## config.mk

```make
export PLATFORM = sky130hd
export DESIGN_NAME = spi_fmt_master
export DESIGN_NICKNAME = d
export VERILOG_FILES = /design/src/rtl/spi_fmt_pkg.sv /design/src/rtl/spi_fmt_regs.sv /design/src/rtl/spi_fmt_baud.sv /design/src/rtl/spi_fmt_shift.sv /design/src/rtl/spi_fmt_master.sv
export SDC_FILE = /design/constraint.sdc
export NUM_CORES = 1
export LEC_CHECK = 0
export ABC_CLOCK_PERIOD_IN_PS = 3600
export CAP_MARGIN = 30
export CORE_MARGIN = 2
export CORE_UTILIZATION = 58
export CTS_CLUSTER_DIAMETER = 120
export DETAILED_ROUTE_END_ITERATION = 6
export GPL_TIMING_DRIVEN = 0
export HOLD_SLACK_MARGIN = 0.12
export PLACE_DENSITY = 0.87
export SETUP_SLACK_MARGIN = 0.02
export SLEW_MARGIN = 0
export SYNTH_ARGS = -nofsm -noshare
export SYNTH_HDL_FRONTEND = slang
export SYNTH_SLANG_ARGS = --single-unit
```

## constraint.sdc

```tcl
create_clock -name clk -period 3.6 [get_ports clk]
set_input_delay 0.9 -clock clk [delete_from_list [all_inputs] [get_ports clk]]
set_output_delay 0.9 -clock clk [all_outputs]
set_load 0.005 [all_outputs]
```

## src/rtl/spi_fmt_pkg.sv

```systemverilog
package spi_fmt_pkg;

  localparam int DATA_W = 16;
  localparam int LEN_W  = $clog2(DATA_W);
  localparam int DIV_W  = 8;
  localparam int DLY_W  = 8;
  localparam int FMT_W  = DIV_W + LEN_W + 6;

  // Packed format word; the field order fixes the bit layout seen by software.
  typedef struct packed {
    logic             lsb_first;
    logic             hold_en;
    logic             setup_en;
    logic             par_en;
    logic             cpol;
    logic             cpha;
    logic [LEN_W-1:0] len_m1;
    logic [DIV_W-1:0] div;
  } fmt_t;

  typedef enum logic [2:0] {
    ST_IDLE,
    ST_SETUP,
    ST_XFER,
    ST_HOLD,
    ST_FIN
  } state_t;

endpackage

```

## src/rtl/spi_fmt_regs.sv

```systemverilog
module spi_fmt_regs
  import spi_fmt_pkg::*;
#(
  parameter int NUM_FMT = 4,
  parameter int IDX_W   = $clog2(NUM_FMT)
) (
  input  logic               clk,
  input  logic               rst_n,
  input  logic               wr_en,
  input  logic [IDX_W-1:0]   wr_idx,
  input  logic [FMT_W-1:0]   wr_data,
  input  logic               dly_wr,
  input  logic [2*DLY_W-1:0] dly_data,
  input  logic [IDX_W-1:0]   rd_idx,
  output fmt_t               rd_fmt,
  output logic [DLY_W-1:0]   su_cnt,
  output logic [DLY_W-1:0]   ho_cnt
);

  fmt_t bank [NUM_FMT];

  for (genvar g = 0; g < NUM_FMT; g++) begin : g_slot
    fmt_t slot_q;
    fmt_t slot_d;

    always_comb begin
      slot_d = slot_q;
      if (wr_en && (wr_idx == IDX_W'(g))) begin
        slot_d = fmt_t'(wr_data);
      end
    end

    always_ff @(posedge clk or negedge rst_n) begin
      if (!rst_n) slot_q <= '0;
      else        slot_q <= slot_d;
    end

    assign bank[g] = slot_q;
  end

  assign rd_fmt = bank[rd_idx];

  logic [2*DLY_W-1:0] dly_q;
  logic [2*DLY_W-1:0] dly_d;

  always_comb begin
    dly_d = dly_q;
    if (dly_wr) dly_d = dly_data;
  end

  always_ff @(posedge clk or negedge rst_n) begin
    if (!rst_n) dly_q <= '0;
    else        dly_q <= dly_d;
  end

  assign su_cnt = dly_q[DLY_W-1:0];
  assign ho_cnt = dly_q[2*DLY_W-1:DLY_W];

endmodule

```

## src/rtl/spi_fmt_baud.sv

```systemverilog
module spi_fmt_baud
  import spi_fmt_pkg::*;
(
  input  logic             clk,
  input  logic             rst_n,
  input  logic             run,
  input  logic [DIV_W-1:0] div,
  output logic             tick
);

  logic [DIV_W-1:0] hc_q;
  logic [DIV_W-1:0] hc_d;

  always_comb begin
    tick = run && (hc_q == div);
    if (!run)      hc_d = '0;
    else if (tick) hc_d = '0;
    else           hc_d = hc_q + DIV_W'(1);
  end

  always_ff @(posedge clk or negedge rst_n) begin
    if (!rst_n) hc_q <= '0;
    else        hc_q <= hc_d;
  end


  hc_range_chk: assert property (@(posedge clk) disable iff (!rst_n)
    run |-> (hc_q <= div));

endmodule

```

## src/rtl/spi_fmt_shift.sv

```systemverilog
module spi_fmt_shift
  import spi_fmt_pkg::*;
(
  input  logic              clk,
  input  logic              rst_n,
  input  logic              load,
  input  logic              adv,
  input  logic              samp,
  input  logic [DATA_W-1:0] tx_data,
  input  logic [LEN_W-1:0]  len_m1,
  input  logic              lsb_first,
  input  logic              par_en,
  input  logic              miso,
  output logic              mosi,
  output logic [DATA_W-1:0] rx_word,
  output logic              rx_par_bad
);

  localparam int IDX_W = LEN_W + 1;

  logic [DATA_W-1:0] tx_q, tx_d;
  logic [DATA_W-1:0] rx_q, rx_d;
  logic [IDX_W-1:0]  bidx_q, bidx_d;
  logic              pbit_q, pbit_d;
  logic [DATA_W-1:0] mask;
  logic [LEN_W-1:0]  pos;
  logic              in_par;

  always_comb begin
    mask   = ~({DATA_W{1'b1}} << ({1'b0, len_m1} + IDX_W'(1)));
    in_par = bidx_q > {1'b0, len_m1};
    pos    = lsb_first ? bidx_q[LEN_W-1:0] : (len_m1 - bidx_q[LEN_W-1:0]);
    mosi   = in_par ? ^(tx_q & mask) : tx_q[pos];

    tx_d   = tx_q;
    rx_d   = rx_q;
    bidx_d = bidx_q;
    pbit_d = pbit_q;
    if (load) begin
      tx_d   = tx_data;
      rx_d   = '0;
      bidx_d = '0;
      pbit_d = 1'b0;
    end else begin
      if (samp) begin
        if (in_par) pbit_d   = miso;
        else        rx_d[pos] = miso;
      end
      if (adv) bidx_d = bidx_q + IDX_W'(1);
    end
  end

  always_ff @(posedge clk or negedge rst_n) begin
    if (!rst_n) begin
      tx_q   <= '0;
      rx_q   <= '0;
      bidx_q <= '0;
      pbit_q <= 1'b0;
    end else begin
      tx_q   <= tx_d;
      rx_q   <= rx_d;
      bidx_q <= bidx_d;
      pbit_q <= pbit_d;
    end
  end

  assign rx_word    = rx_q;
  assign rx_par_bad = par_en & ((^rx_q) ^ pbit_q);


  bidx_range_chk: assert property (@(posedge clk) disable iff (!rst_n)
    !load |-> (bidx_q <= ({1'b0, len_m1} + IDX_W'(1))));

endmodule

```

## src/rtl/spi_fmt_master.sv

```systemverilog
module spi_fmt_master
  import spi_fmt_pkg::*;
#(
  parameter  int NUM_FMT = 4,
  parameter  int NUM_CS  = 6,
  localparam int FIDX_W  = $clog2(NUM_FMT),
  localparam int CSEL_W  = $clog2(NUM_CS)
) (
  input  logic               clk,
  input  logic               rst_n,
  input  logic               fmt_wr,
  input  logic [FIDX_W-1:0]  fmt_wr_idx,
  input  logic [FMT_W-1:0]   fmt_wr_data,
  input  logic               dly_wr,
  input  logic [2*DLY_W-1:0] dly_wr_data,
  input  logic               start,
  input  logic [FIDX_W-1:0]  start_fmt,
  input  logic [CSEL_W-1:0]  start_cs,
  input  logic [DATA_W-1:0]  tx_data,
  input  logic               miso,
  input  logic               par_err_clr,
  output logic               sclk,
  output logic               mosi,
  output logic [NUM_CS-1:0]  cs_n,
  output logic               busy,
  output logic               done,
  output logic [DATA_W-1:0]  rx_data,
  output logic               par_err
);

  localparam int EDGE_W = $clog2(2 * (DATA_W + 1));

  fmt_t              rd_fmt, new_fmt, cur_q, cur_d;
  state_t            st_q, st_d;
  logic [CSEL_W-1:0] cs_q, cs_d;
  logic              sclk_q, sclk_d;
  logic [EDGE_W-1:0] edge_q, edge_d;
  logic [DLY_W-1:0]  cnt_q, cnt_d;
  logic              perr_q, perr_d;
  logic [DLY_W-1:0]  su_cnt, ho_cnt;
  logic [EDGE_W-1:0] nbits;
  logic              tick, adv, samp, load, last_edge, even, sel_on, rx_par_bad;

  spi_fmt_regs #(.NUM_FMT(NUM_FMT)) u_regs (
    .clk      (clk),
    .rst_n    (rst_n),
    .wr_en    (fmt_wr),
    .wr_idx   (fmt_wr_idx),
    .wr_data  (fmt_wr_data),
    .dly_wr   (dly_wr),
    .dly_data (dly_wr_data),
    .rd_idx   (start_fmt),
    .rd_fmt   (rd_fmt),
    .su_cnt   (su_cnt),
    .ho_cnt   (ho_cnt)
  );

  spi_fmt_baud u_baud (
    .clk   (clk),
    .rst_n (rst_n),
    .run   (st_q == ST_XFER),
    .div   (cur_q.div),
    .tick  (tick)
  );

  spi_fmt_shift u_shift (
    .clk        (clk),
    .rst_n      (rst_n),
    .load       (load),
    .adv        (adv),
    .samp       (samp),
    .tx_data    (tx_data),
    .len_m1     (cur_q.len_m1),
    .lsb_first  (cur_q.lsb_first),
    .par_en     (cur_q.par_en),
    .miso       (miso),
    .mosi       (mosi),
    .rx_word    (rx_data),
    .rx_par_bad (rx_par_bad)
  );

  // Edge bookkeeping: even edges lead a bit slot, odd edges trail it.
  always_comb begin
    nbits     = EDGE_W'(cur_q.len_m1) + EDGE_W'(1) + EDGE_W'(cur_q.par_en);
    last_edge = edge_q == ((nbits << 1) - EDGE_W'(1));
    even      = ~edge_q[0];
    samp      = tick && (cur_q.cpha ? ~even : even);
    adv       = tick && (cur_q.cpha ? (even && (edge_q != '0)) : (~even && ~last_edge));
  end

  // Next-state logic
  always_comb begin
    new_fmt = rd_fmt;
    if (new_fmt.len_m1 == '0) new_fmt.len_m1 = LEN_W'(1);

    load   = (st_q == ST_IDLE) && start;
    st_d   = st_q;
    cur_d  = cur_q;
    cs_d   = cs_q;
    sclk_d = sclk_q;
    edge_d = edge_q;
    cnt_d  = cnt_q;

    unique case (st_q)
      ST_IDLE: begin
        if (start) begin
          cur_d  = new_fmt;
          cs_d   = start_cs;
          sclk_d = new_fmt.cpol;
          edge_d = '0;
          cnt_d  = '0;
          st_d   = (new_fmt.setup_en && (su_cnt != '0)) ? ST_SETUP : ST_XFER;
        end
      end
      ST_SETUP: begin
        if (cnt_q == (su_cnt - DLY_W'(1))) begin
          cnt_d = '0;
          st_d  = ST_XFER;
        end else begin
          cnt_d = cnt_q + DLY_W'(1);
        end
      end
      ST_XFER: begin
        if (tick) begin
          sclk_d = ~sclk_q;
          edge_d = edge_q + EDGE_W'(1);
          if (last_edge) begin
            st_d = (cur_q.hold_en && (ho_cnt != '0)) ? ST_HOLD : ST_FIN;
          end
        end
      end
      ST_HOLD: begin
        if (cnt_q == (ho_cnt - DLY_W'(1))) begin
          cnt_d = '0;
          st_d  = ST_FIN;
        end else begin
          cnt_d = cnt_q + DLY_W'(1);
        end
      end
      ST_FIN:  st_d = ST_IDLE;
      default: st_d = ST_IDLE;
    endcase

    perr_d = perr_q;
    if ((st_q == ST_FIN) && rx_par_bad) perr_d = 1'b1;
    else if (par_err_clr)               perr_d = 1'b0;
  end

  // State registers
  always_ff @(posedge clk or negedge rst_n) begin
    if (!rst_n) begin
      st_q   <= ST_IDLE;
      cur_q  <= '0;
      cs_q   <= '0;
      sclk_q <= 1'b0;
      edge_q <= '0;
      cnt_q  <= '0;
      perr_q <= 1'b0;
    end else begin
      st_q   <= st_d;
      cur_q  <= cur_d;
      cs_q   <= cs_d;
      sclk_q <= sclk_d;
      edge_q <= edge_d;
      cnt_q  <= cnt_d;
      perr_q <= perr_d;
    end
  end

  assign sel_on  = (st_q == ST_SETUP) || (st_q == ST_XFER) || (st_q == ST_HOLD);
  assign sclk    = sclk_q;
  assign busy    = st_q != ST_IDLE;
  assign done    = st_q == ST_FIN;
  assign par_err = perr_q;

  for (genvar g = 0; g < NUM_CS; g++) begin : g_cs
    assign cs_n[g] = ~(sel_on && (cs_q == CSEL_W'(g)));
  end


  done_pulse_chk: assert property (@(posedge clk) disable iff (!rst_n)
    done |=> !done);


  cs_idle_chk: assert property (@(posedge clk) disable iff (!rst_n)
    !busy |-> (&cs_n));


  cs_single_chk: assert property (@(posedge clk) disable iff (!rst_n)
    $countones(~cs_n) <= 1);


  ignore_start_chk: assert property (@(posedge clk) disable iff (!rst_n)
    (busy && start) |=> ($stable(cs_q) && $stable(cur_q)));


  sclk_hold_chk: assert property (@(posedge clk) disable iff (!rst_n)
    ((st_q == ST_XFER) && !tick) |=> $stable(sclk));


  par_sticky_chk: assert property (@(posedge clk) disable iff (!rst_n)
    (par_err && !par_err_clr) |=> par_err);

endmodule

```

## Yosys cells after proc, flatten, opt, wreduce, memory -nomap -nowiden

Cells that the tools add are included.

| word-level totals | value |
|---|---|
| ROM bits | 0 |
| input port bits | 64 |
| output and inout port bits | 27 |
| latch bits | 0 |
| memories kept | 0 |
| bits in registers | 172 |
| RAM bits | 0 |

| operators by class | value |
|---|---|
| bitwise logic cells | 14 |
| add/subtract/negate cells | 11 |
| div/mod/pow operators | 0 |
| magnitude comparators | 4 |
| equal/unequal tests | 22 |
| mux-type cells | 43 |
| reduce and logical (&&, ||, !) cells | 44 |
| shift operators | 1 |
| $mul | 0 |

Operator list:

| kind | count |
|---|---|
| $mux W16 | 3 |
| $mux W8 | 5 |
| $bmux W18 S2 | 1 |
| $mux W18 | 2 |
| $reduce_xor A16 Y1 | 2 |
| $eq A8 B8 Y1 | 3 |
| $pmux W8 S3 | 1 |
| $logic_and A1 B1 Y1 | 20 |
| $mux W3 | 6 |
| $add A8 B1 Y8 const B | 2 |
| $and A16 B16 Y16 | 1 |
| $bwmux W16 | 1 |
| $not A16 Y16 | 1 |
| $reduce_bool A8 Y1 | 2 |
| $shl A16 B5 Y16 const A | 1 |
| $sub A8 B1 Y8 const B | 2 |
| $eq A3 B2 Y1 const B | 4 |
| $mux W1 | 12 |
| $mux W6 | 2 |
| $ne A2 B2 Y1 const B | 6 |
| $pmux W3 S4 | 1 |
| $pmux W6 S2 | 1 |
| $add A4 B1 Y5 const B | 2 |
| $mux W5 | 2 |
| other kinds (33) | 56 |

## Logic depth before layout (Yosys ltp)

Gate-level depths: netlist (run 1).

| depth | value |
|---|---|
| depth after elaboration | 10 |
| gate-level depth with buffers | 13 |
| depth with buffers taken out | 13 |

## Hierarchy

From an unflattened synthesis (run 1), not the netlist that was laid out.

| unflattened totals | value |
|---|---|
| cells, all modules | 804 |
| area total of the unflattened synthesis | 9404.0 um2 |

By module, submodules not included:

| module | times used | area each (um2) | cells each |
|---|---|---|---|
| spi_fmt_regs | 1 | 3716.1 | 209 |
| spi_fmt_shift | 1 | 2591.2 | 269 |
| spi_fmt_master | 1 | 2575.0 | 279 |
| spi_fmt_baud | 1 | 521.8 | 47 |

## Worst setup path after synthesis (run 1)

No wires, ideal clock.

| timing path | value |
|---|---|
| path kind | register to output |
| start | reg cur_q[8] in the netlist's numbering |
| end | out mosi |
| required time | 2.700 ns |
| data arrival time | 2.420 ns |
| setup slack | 0.280 ns |
| stages on the path, launching flop included | 10 |
| path through | dfrtp_1 > inv_1 > ha_1 > inv_1 > fa_1 > mux2i_1 > mux4_2 > mux2_2 > a21oi_1 > mux2i_1 |

| between the ends | value |
|---|---|
| word-level cells in the longest chain between the ends | 6 |

Ends and longest elaborated chain:

| element | RTL line | RTL |
|---|---|---|
| from (decl) | spi_fmt_master.sv:33 | `fmt_t rd_fmt, new_fmt, cur_q, cur_d;` |
| from (signal assigned) | spi_fmt_master.sv:161 | `cur_q <= cur_d;` |
| $add A4 B1 Y5 | spi_fmt_shift.sv:30 | `mask = ~({DATA_W{1'b1}} << ({1'b0, len_m1} + IDX_W'(1)));` |
| $shl A16 B5 Y16 | spi_fmt_shift.sv:30 |  |
| $not A16 Y16 | spi_fmt_shift.sv:30 |  |
| $and A16 B16 Y16 | spi_fmt_shift.sv:33 | `mosi = in_par ? ^(tx_q & mask) : tx_q[pos];` |
| $reduce_xor A16 Y1 | spi_fmt_shift.sv:33 |  |
| $mux W1 * | spi_fmt_shift.sv:33 |  |
| to (decl) | spi_fmt_master.sv:23 | `output logic mosi,` |

Every way passes the cells marked *; elsewhere a longest branch is shown, timed or not. The select of a mux whose other input is x is not followed.

## Worst setup path in the final report (run 1)

Same ends and word-level chain as after synthesis.

==> impl_results.md, run 1 <==
* Detail-routed net length per standard cell at 17.97 µm
* Area added between synthesis and finish at 21.41%
* Register bit total from synthesis at 172
* Initial cell density of the core at 0.5903
* Number of instances in the synthesized netlist at 849
* Post-layout utilization of the core at 0.7167
* Max Fclk at 259.9 MHz
* Worst hold path class: primary input to asynchronous set/reset pin
* Launch point of the worst reg-to-reg path: cur_q[8]$_DFFE_PN0P_
* Post-place instance area at approximately 10000 µm²
* Die Y at 130.7 µm
* Number of global-route vias before repair at 6983
* DRC at 0
* Most frequently used cell type in the post-synthesis netlist: sky130_fd_sc_hd__dfrtp_1
* Count of flip-flops with a built-in enable after synthesis at 0
* Horizontal die dimension at 130.7 µm
* Nature of the critical path startpoint: register
* Internal portion of total power at 0.004994 W
* Clock share of power at 0.242
* Largest net degree at the start of global routing at 90
* Share of layout cells above drive strength 1 at 0.1971
* First-pass GRT wire length at 35.10 mm
* Post-synth top area share at 0.4624
* Largest stage delay on the critical path at approximately 0.50 ns
* Number of input and output port buffers inserted at 87
* Cell type contributing the most total cell area after synthesis: sky130_fd_sc_hd__dfrtp_1
* Total count of max-transition violations in the final report at 0
* Total of warnings raised by yosys at 0
* Post-synthesis compound-gate area fraction at 0.06223
* Number of nets in the final layout at ~1.1k
* Number of cell rows at between 40 and 50
* Power Dens Cells at 694.3 nW/µm²
* Switching pwr at 0.002853 W
* Worst path most repeated cell: sky130_fd_sc_hd__inv_2
* Hold Vio Cnt, Final at 0
* CTS Sinks at between 150 and 200
* Period utilisation layout at 1.069
* Count of TritonRoute iterations in the first routing pass at 7
* Largest buffer count on any clock path at 2
* Number of vias after detailed routing at 6895
* Slew headroom at 0.3838
* Layout Skew at 0.009216 ns
* Data arrival at the endpoint of the critical path at 2.95 ns
* Final worst slack at -0.2481 ns
* Number of DRC markers after the initial detailed-route iteration at roughly 500
* Avg Cell Area, Syn at about 11 µm²
* Antenna cell count at 0
* Prevailing post-synth register cell: sky130_fd_sc_hd__dfrtp_1
* H-Tree Level Count at 4
* Sequential cell fraction of total power at 0.350
* Type of the worst setup path: register to output pin
* Switching fraction of total power at 0.3635
* Combinational family with the most area after synthesis: multiplexers
* Detailed placer's ending HPWL at 14.26 mm
* Most instantiated cells after synthesis: sky130_fd_sc_hd__dfrtp_1 (172), sky130_fd_sc_hd__nand2_1 (140), sky130_fd_sc_hd__mux2_2 (86)
* Global-route usage over all layers at 0.2654
* DIE AREA at roughly 17000 µm²
* Data required, critical path at 2.70 ns
* Clock-pin slew on the worst setup and hold paths at around 0.060 ns
* Drt total wl at 21.48 mm
* Cell with the largest stage delay on the worst path: sky130_fd_sc_hd__fa_1
* Top post-synthesis cells by area: sky130_fd_sc_hd__dfrtp_1 (46%), sky130_fd_sc_hd__mux2_2 (10%), sky130_fd_sc_hd__nand2_1 (5.6%), sky130_fd_sc_hd__mux4_2 (5.3%), sky130_fd_sc_hd__xnor2_1 (4.0%)
* Hold-fix buffers, CTS at 0
* Setup repair after global routing missed its margin: true
* Count of boundary I/O pins at approximately 90
* Comb pwr share at 0.407
* Insertion delay to the later sink of the worst-skew pair at 0.44 ns
* Final setup viols at 1
* Synth Area in Adders at 0.03172
* Peak supply drop at 0.4950 mV
* Leak Pwr at 4.990 nW
* Final-layout fill cell count at 1070
* Run status: finished with violations
* Clock buffer count from CTS at 17
* Launching instance or port of the critical path: cur_q[8]$_DFFE_PN0P_
* Peak fanout along the critical path at 4
* Post-synth ARST share at 1.000
* Cells along the critical path: inv_2 > ha_4 > inv_2 > fa_1 > mux2i_4 > mux4_2 > mux2_4 > a21oi_2 > mux2i_1 > buf_2
* Routability cong. at 0.8762
* Post-Synthesis Net Count at 936
* Initial antenna violation count at 0
* Post-Synthesis Cell Area at 9309 µm²
* Sequential cell area fraction in the yosys report at 0.4624
* Reported max-cap violation count at 0
* Post-route minimum period at 3.848 ns
* Count of unique library cells instantiated by Yosys at 71
* Vias per Instance at 5.770
* Endpoint type of the worst setup path: output pin
* Worst hold slack at approximately 0.43 ns
* Clk root buf: sky130_fd_sc_hd__clkbuf_16
* Multiplexer fraction of the synthesized cell area at 0.1847
* Post-route standard cell area excluding fillers at 11300 µm²
* Core Box Area at 15770 µm²
* Basic-gate share of the synthesized area counting and, or, nand and nor cells at 0.1563
* Share of the synthesized netlist area taken by xor and xnor gates at 0.07298
* Transition time at the pin with the least slew margin at between 0.9 and 1 ns
* Antenna viol nets, final at 0
* TritonCTS clock tree: yes
* Global route overflow at 0
* Failing checks: setup timing
-- final timing paths --
kind / slack, ns / depth (start not counted) / endpoint
max in group asynchronous: 2.33 / 2 / cur_q[9]$_DFFE_PN0P_
max reg2reg: 0.33 / 14 / u_shift.bidx_q[4]$_DFFE_PN0P_
min reg2reg: 0.50 / 1 / par_err$_DFFE_PN0P_
min in group clk: 0.50 / 1 / par_err$_DFFE_PN0P_
max: -0.25 / 10 / mosi
min: 0.43 / 1 / u_regs.bank[9]$_DFFE_PN0P_
-- state kept, by name, summed over array words and instances (netlist names) --
register,cells
cnt_q,8
cs_q,3
cur_q,16
edge_q,6
par_err,1
sclk,1
st_q,3
u_baud.hc_q,8
u_regs.bank,72
u_regs.dly_q,16
u_shift.bidx_q,5
u_shift.pbit_q,1
u_shift.rx_word,16
u_shift.tx_q,16
-- power by group through the flow --
stage | sequential (W) | clock (W) | combinational, W
floorplan | 0.00261 | 0 | 0.00211
global placement | 0.00270 | 0 | 0.00273
detailed placement | 0.00273 | 0 | 0.00283
CTS | 0.00272 | 0.00191 | 0.00305
global route | 0.00279 | 0.00199 | 0.00349
finish | 0.00275 | 0.00190 | 0.00320
-- kinds of logic after synthesis --
logic type | Yosys count
adder cells (fa/ha/maj) | 23
AO/OA/AOI/OAI | 84
buffers and inverters | 66
multiplexers | 133
flip-flops | 172
XOR/XNOR | 76
AND/OR/NAND/NOR | 295
-- cell type report --
class | count | area, µm² | area share
timing repair buffer | 101 | 999.7 | 0.08845
tap | 216 | 270.3 | 0.02391
clock buffer | 19 | 442.9 | 0.03919
inverter | 30 | 112.6 | 0.009963
multi-input combinational | 611 | 4846 | 0.4288
sequential | 172 | 4307 | 0.3810
buffer | 33 | 160.2 | 0.01417
clock inverter | 13 | 163.9 | 0.01450
-- layout by cell type (no fill, tap or decap), drive strengths merged, types with 4 or more instances in the layout --
| cell type | Yosys | routed |
|---|---|---|
| clkdlybuf4s50 | 0 | 85 |
| ha | 22 | 22 |
| xor2 | 33 | 33 |
| nand3 | 30 | 30 |
| mux4 | 22 | 22 |
| o21ai | 23 | 23 |
| dfrtp | 172 | 172 |
| nand2 | 141 | 141 |
| a2111oi | 4 | 4 |
| clkinv | 0 | 5 |
| inv | 30 | 33 |
| o31ai | 5 | 5 |
| a21o | 5 | 5 |
| nor2 | 35 | 35 |
| nor4 | 6 | 6 |
| xnor2 | 42 | 42 |
| o21bai | 5 | 5 |
| buf | 7 | 23 |
| mux2 | 87 | 87 |
| mux2i | 24 | 24 |
| nand4 | 4 | 4 |
| a21oi | 12 | 12 |
| nor3b | 11 | 11 |
| nor3 | 16 | 16 |
| nor2b | 12 | 12 |
| clkbuf | 29 | 45 |
| nand2b | 4 | 4 |
| and3 | 10 | 10 |
| nand3b | 7 | 7 |
| and2 | 6 | 6 |
-- per-stage QoR --
step | setup slack, ns | total power [W] | TNS [ns] | cells
5_1_grt | -0.3459 | 0.008277 | -0.3459 | 1195
4_1_cts | -0.1790 | 0.007676 | -0.1790 | 1194
3_5_place_dp | -0.5534 | 0.005562 | -0.5534 | 1153
6_report | -0.2481 | 0.007846 | -0.2481 | 1195
3_3_place_gp | -5.272 | 0.005434 | -904.75 | 1152
2_1_floorplan | 0.2802 | 0.004718 | 0 | 849
-- timing repair --
item                       CTS  global route
setup endpoints to repair    1             6
pin swaps                    3             2
cloned                       0             0
gates resized for setup     25            12
buffers inserted            11             2
-- routing by layer --
metal  global-route usage  up-vias  part of all wire
met5                    0        -                 0
met4              0.08385        0             0.015
met3              0.04153       24             0.039
met2               0.4516      162              0.51
met1               0.3537     3490              0.43
li1                     -     3219                 -
-- critical path, delay by kind of cell (launching register included) --
| family | cells | cell delay [ns] |
|---|---|---|
| compound gates | 1 | 0.13 |
| fa+ha+maj | 2 | 0.64 |
| buf+inv | 3 | 0.29 |
| flops | 1 | 0.43 |
| mux | 4 | 1.03 |
Note: power is estimated with default switching activity, not from simulation.
==> inputs of run 2 (changes only) <==
--- a/config.mk
+++ b/config.mk
@@ -9,7 +9,6 @@
 export CAP_MARGIN = 30
 export CORE_MARGIN = 2
 export CORE_UTILIZATION = 58
-export CTS_CLUSTER_DIAMETER = 120
 export DETAILED_ROUTE_END_ITERATION = 6
 export GPL_TIMING_DRIVEN = 0
 export HOLD_SLACK_MARGIN = 0.12
==> results of run 2 <==
Final layout, timing and power as in run 1 (identical DEF).
==> inputs of run 3 (changes only) <==
--- a/config.mk
+++ b/config.mk
@@ -13,6 +13,7 @@
 export GPL_TIMING_DRIVEN = 0
 export HOLD_SLACK_MARGIN = 0.12
 export PLACE_DENSITY = 0.87
+export RECOVER_POWER = 25
 export SETUP_SLACK_MARGIN = 0.02
 export SLEW_MARGIN = 0
 export SYNTH_ARGS = -nofsm -noshare
==> run 3 against run 2 <==
The run ends with capacitance limit, slew limit, setup timing left. Total power barely moved. Fmax rose by 0.17%. Sequential share of layout area barely moved. Critical endpoint unchanged. Largest cell class unchanged. Largest power group unchanged.
==> impl_results.md, run 3 (same netlist as run 1, synthesis figures left out) <==
* Number of gates on the worst path with buffers counted at 10
* Critical path buffers and inverters at 3
* Number of cells traversed by the worst hold path at 1
* DIE AREA at 17080 µm²
* Hold Path Sink: par_err$_DFFE_PN0P_
* Power Dens Cells at 694.4 nW/µm²
* H-Tree Level Count at 4
* Initial antenna violation count at 0
* Number of nets in the final layout at ~1.1k
* Post-layout utilization of the core at 0.7160
* Antenna cell count at 0
* Peak supply drop at 0.4950 mV
* R2r worst-path depth at 14
* Hold Vio Cnt, Final at 0
* Hold-fix buffers, CTS at 0
* Largest net degree at the start of global routing at 90
* First-pass GRT wire length at between 30 and 40 mm
* Insertion delay to the later sink of the worst-skew pair at 0.44 ns
* Initial cell density of the core at 0.5903
* Horizontal die dimension at 130.7 µm
* Detail-routed net length per standard cell at 17.97 µm
* Count of placed standard cells including taps at 1153
* Type of the worst setup path: register to output pin
* Data required, critical path at 2.70 ns
* Global route overflow at 0
* Endpoint type of the worst setup path: output pin
* Setup repair after global routing missed its margin: true
* TritonCTS clock tree: yes
* Endpoint of the lowest-slack register-to-register path: u_shift.bidx_q[4]$_DFFE_PN0P_
* Largest buffer count on any clock path at 2
* Leak Pwr at 4.988 nW
* Total count of max-transition violations in the final report at 84
* Critical path's top delay family: multiplexers
* Register-to-Register Setup Slack at about 0.33 ns
* Area of the multi-input gates at roughly 4800 µm²
* Final worst slack at -0.2414 ns
* Drt total wl at 21.48 mm
* Final Instance Count excl. Fillers at 1195
* Number of global-route vias before repair at 6983
* Largest stage delay on the critical path at 0.50 ns
* Area added between synthesis and finish at 21.30%
* Failing checks: capacitance limit, slew limit, setup timing
* Number of vias after detailed routing at 6879
* Count of boundary I/O pins at 91
* Worst hold path class: register to register
* Layout Skew at 0.009222 ns
* Clock buffer count from CTS at 17
* Final setup viols at 1
* Global-route usage over all layers at 0.2654
* Max Fclk at ~260 MHz
* Count of TritonRoute iterations in the first routing pass at 5
* Slew headroom at -0.3897
* Launch point of the worst reg-to-reg path: cur_q[8]$_DFFE_PN0P_
* Number of input and output port buffers inserted at 87
* Worst hold slack at 0.4978 ns
* Transition time at the pin with the least slew margin at 2.085 ns
* Nature of the critical path startpoint: register
* Most frequent standard cell in the layout excluding fill and tap cells: sky130_fd_sc_hd__dfrtp_1
* Detailed placer's ending HPWL at around 14 mm
* Final-layout fill cell count at between 1k and 1.5k
* Run status: finished with violations
* Clock-pin slew on the worst setup and hold paths at 0.06 ns
* Cells along the critical path: inv_2 > ha_4 > inv_2 > fa_1 > mux2i_4 > mux4_2 > mux2_4 > a21oi_2 > mux2i_1 > buf_2
* Data arrival at the endpoint of the critical path at slightly below 3 ns
* Number of cell rows at 46
* Launch point of the worst hold path: par_err$_DFFE_PN0P_
* Period utilisation layout at 1.067
* Worst path most repeated cell: sky130_fd_sc_hd__inv_2
* Post-route minimum period at 3.841 ns
* Share of layout cells above drive strength 1 at 0.1971
* Vias per Instance at 5.756
* CTS Sinks at 172
* Leading cell types in the layout, fill and taps excluded: sky130_fd_sc_hd__dfrtp_1 (170), sky130_fd_sc_hd__nand2_1 (140), sky130_fd_sc_hd__mux2_2 (85), sky130_fd_sc_hd__clkdlybuf4s50_1 (81), sky130_fd_sc_hd__xnor2_1 (41)
* Peak fanout along the critical path at 4
* Number of DRC markers after the initial detailed-route iteration at 514
* Reported max-cap violation count at 1
* Core Box Area at 15770 µm²
* Die Y at 130.7 µm
* Clk root buf: sky130_fd_sc_hd__clkbuf_16
* Routability cong. at roughly 0.88
* Seq. cell area at ~4300 µm²
* Antenna viol nets, final at 0
* Max reg flops at 72
* DRC at 0
* Cell with the largest stage delay on the worst path: sky130_fd_sc_hd__fa_1
==> run 3: how the worst max path moves through the flow <==
stage                              start                            to  slack [ns]
global placement                   rst_n  u_regs.dly_q[10]$_DFFE_PN0P_       -5.27
detailed placement  cur_q[9]$_DFFE_PN0P_                          mosi       -0.55
floorplan           cur_q[8]$_DFFE_PN0P_                          mosi        0.28
global route        cur_q[8]$_DFFE_PN0P_                          mosi       -0.35
finish              cur_q[8]$_DFFE_PN0P_                          mosi       -0.24
CTS                 cur_q[8]$_DFFE_PN0P_                          mosi       -0.18
==> run 3: what timing repair did <==
action / CTS / global route
pin swaps: 3 / 2
gates resized for setup: 25 / 12
setup buffers: 11 / 2
endpoints found under the hold margin: 0 / 0
setup endpoints to repair: 1 / 6
==> run 3: area by class of cell <==
type | instances | area share
plain buffers | 33 | 0.01418
clock buffers | 19 | 0.03922
clock inverters | 13 | 0.01452
inverters | 30 | 0.009972
multi-input cells | 611 | 0.4291
flip-flops and latches | 172 | 0.3814
well taps | 216 | 0.02393
repair buffers | 101 | 0.08765
==> run 3: metrics by stage <==
| stage | setup WS [ns] | total power (W) | area, µm² | setup TNS (ns) |
|---|---|---|---|---|
| 2_1_floorplan | 0.2802 | 0.004718 | 9309 | 0 |
| 3_3_place_gp | -5.272 | 0.005434 | 10450 | -904.75 |
| 3_5_place_dp | -0.5534 | 0.005562 | 10480 | -0.5534 |
| 4_1_cts | -0.1790 | 0.007676 | 11250 | -0.1790 |
| 5_1_grt | -0.3459 | 0.008275 | 11290 | -0.3459 |
| 6_report | -0.2414 | 0.007841 | 11290 | -0.2414 |
==> run 3: where the power goes <==
part	switching [W]	internal [W]
sequential	0.000410	0.00234
combinational	0.00165	0.00154
clock	0.000788	0.00111
total	0.00285	0.00499
==> run 3: routing by layer <==
layer,part of all wire,vias up,global-route usage
li1,-,3213,-
met1,0.43,3481,0.3537
met2,0.51,160,0.4516
met3,0.038,25,0.04153
met4,0.016,0,0.08385
met5,0,-,0
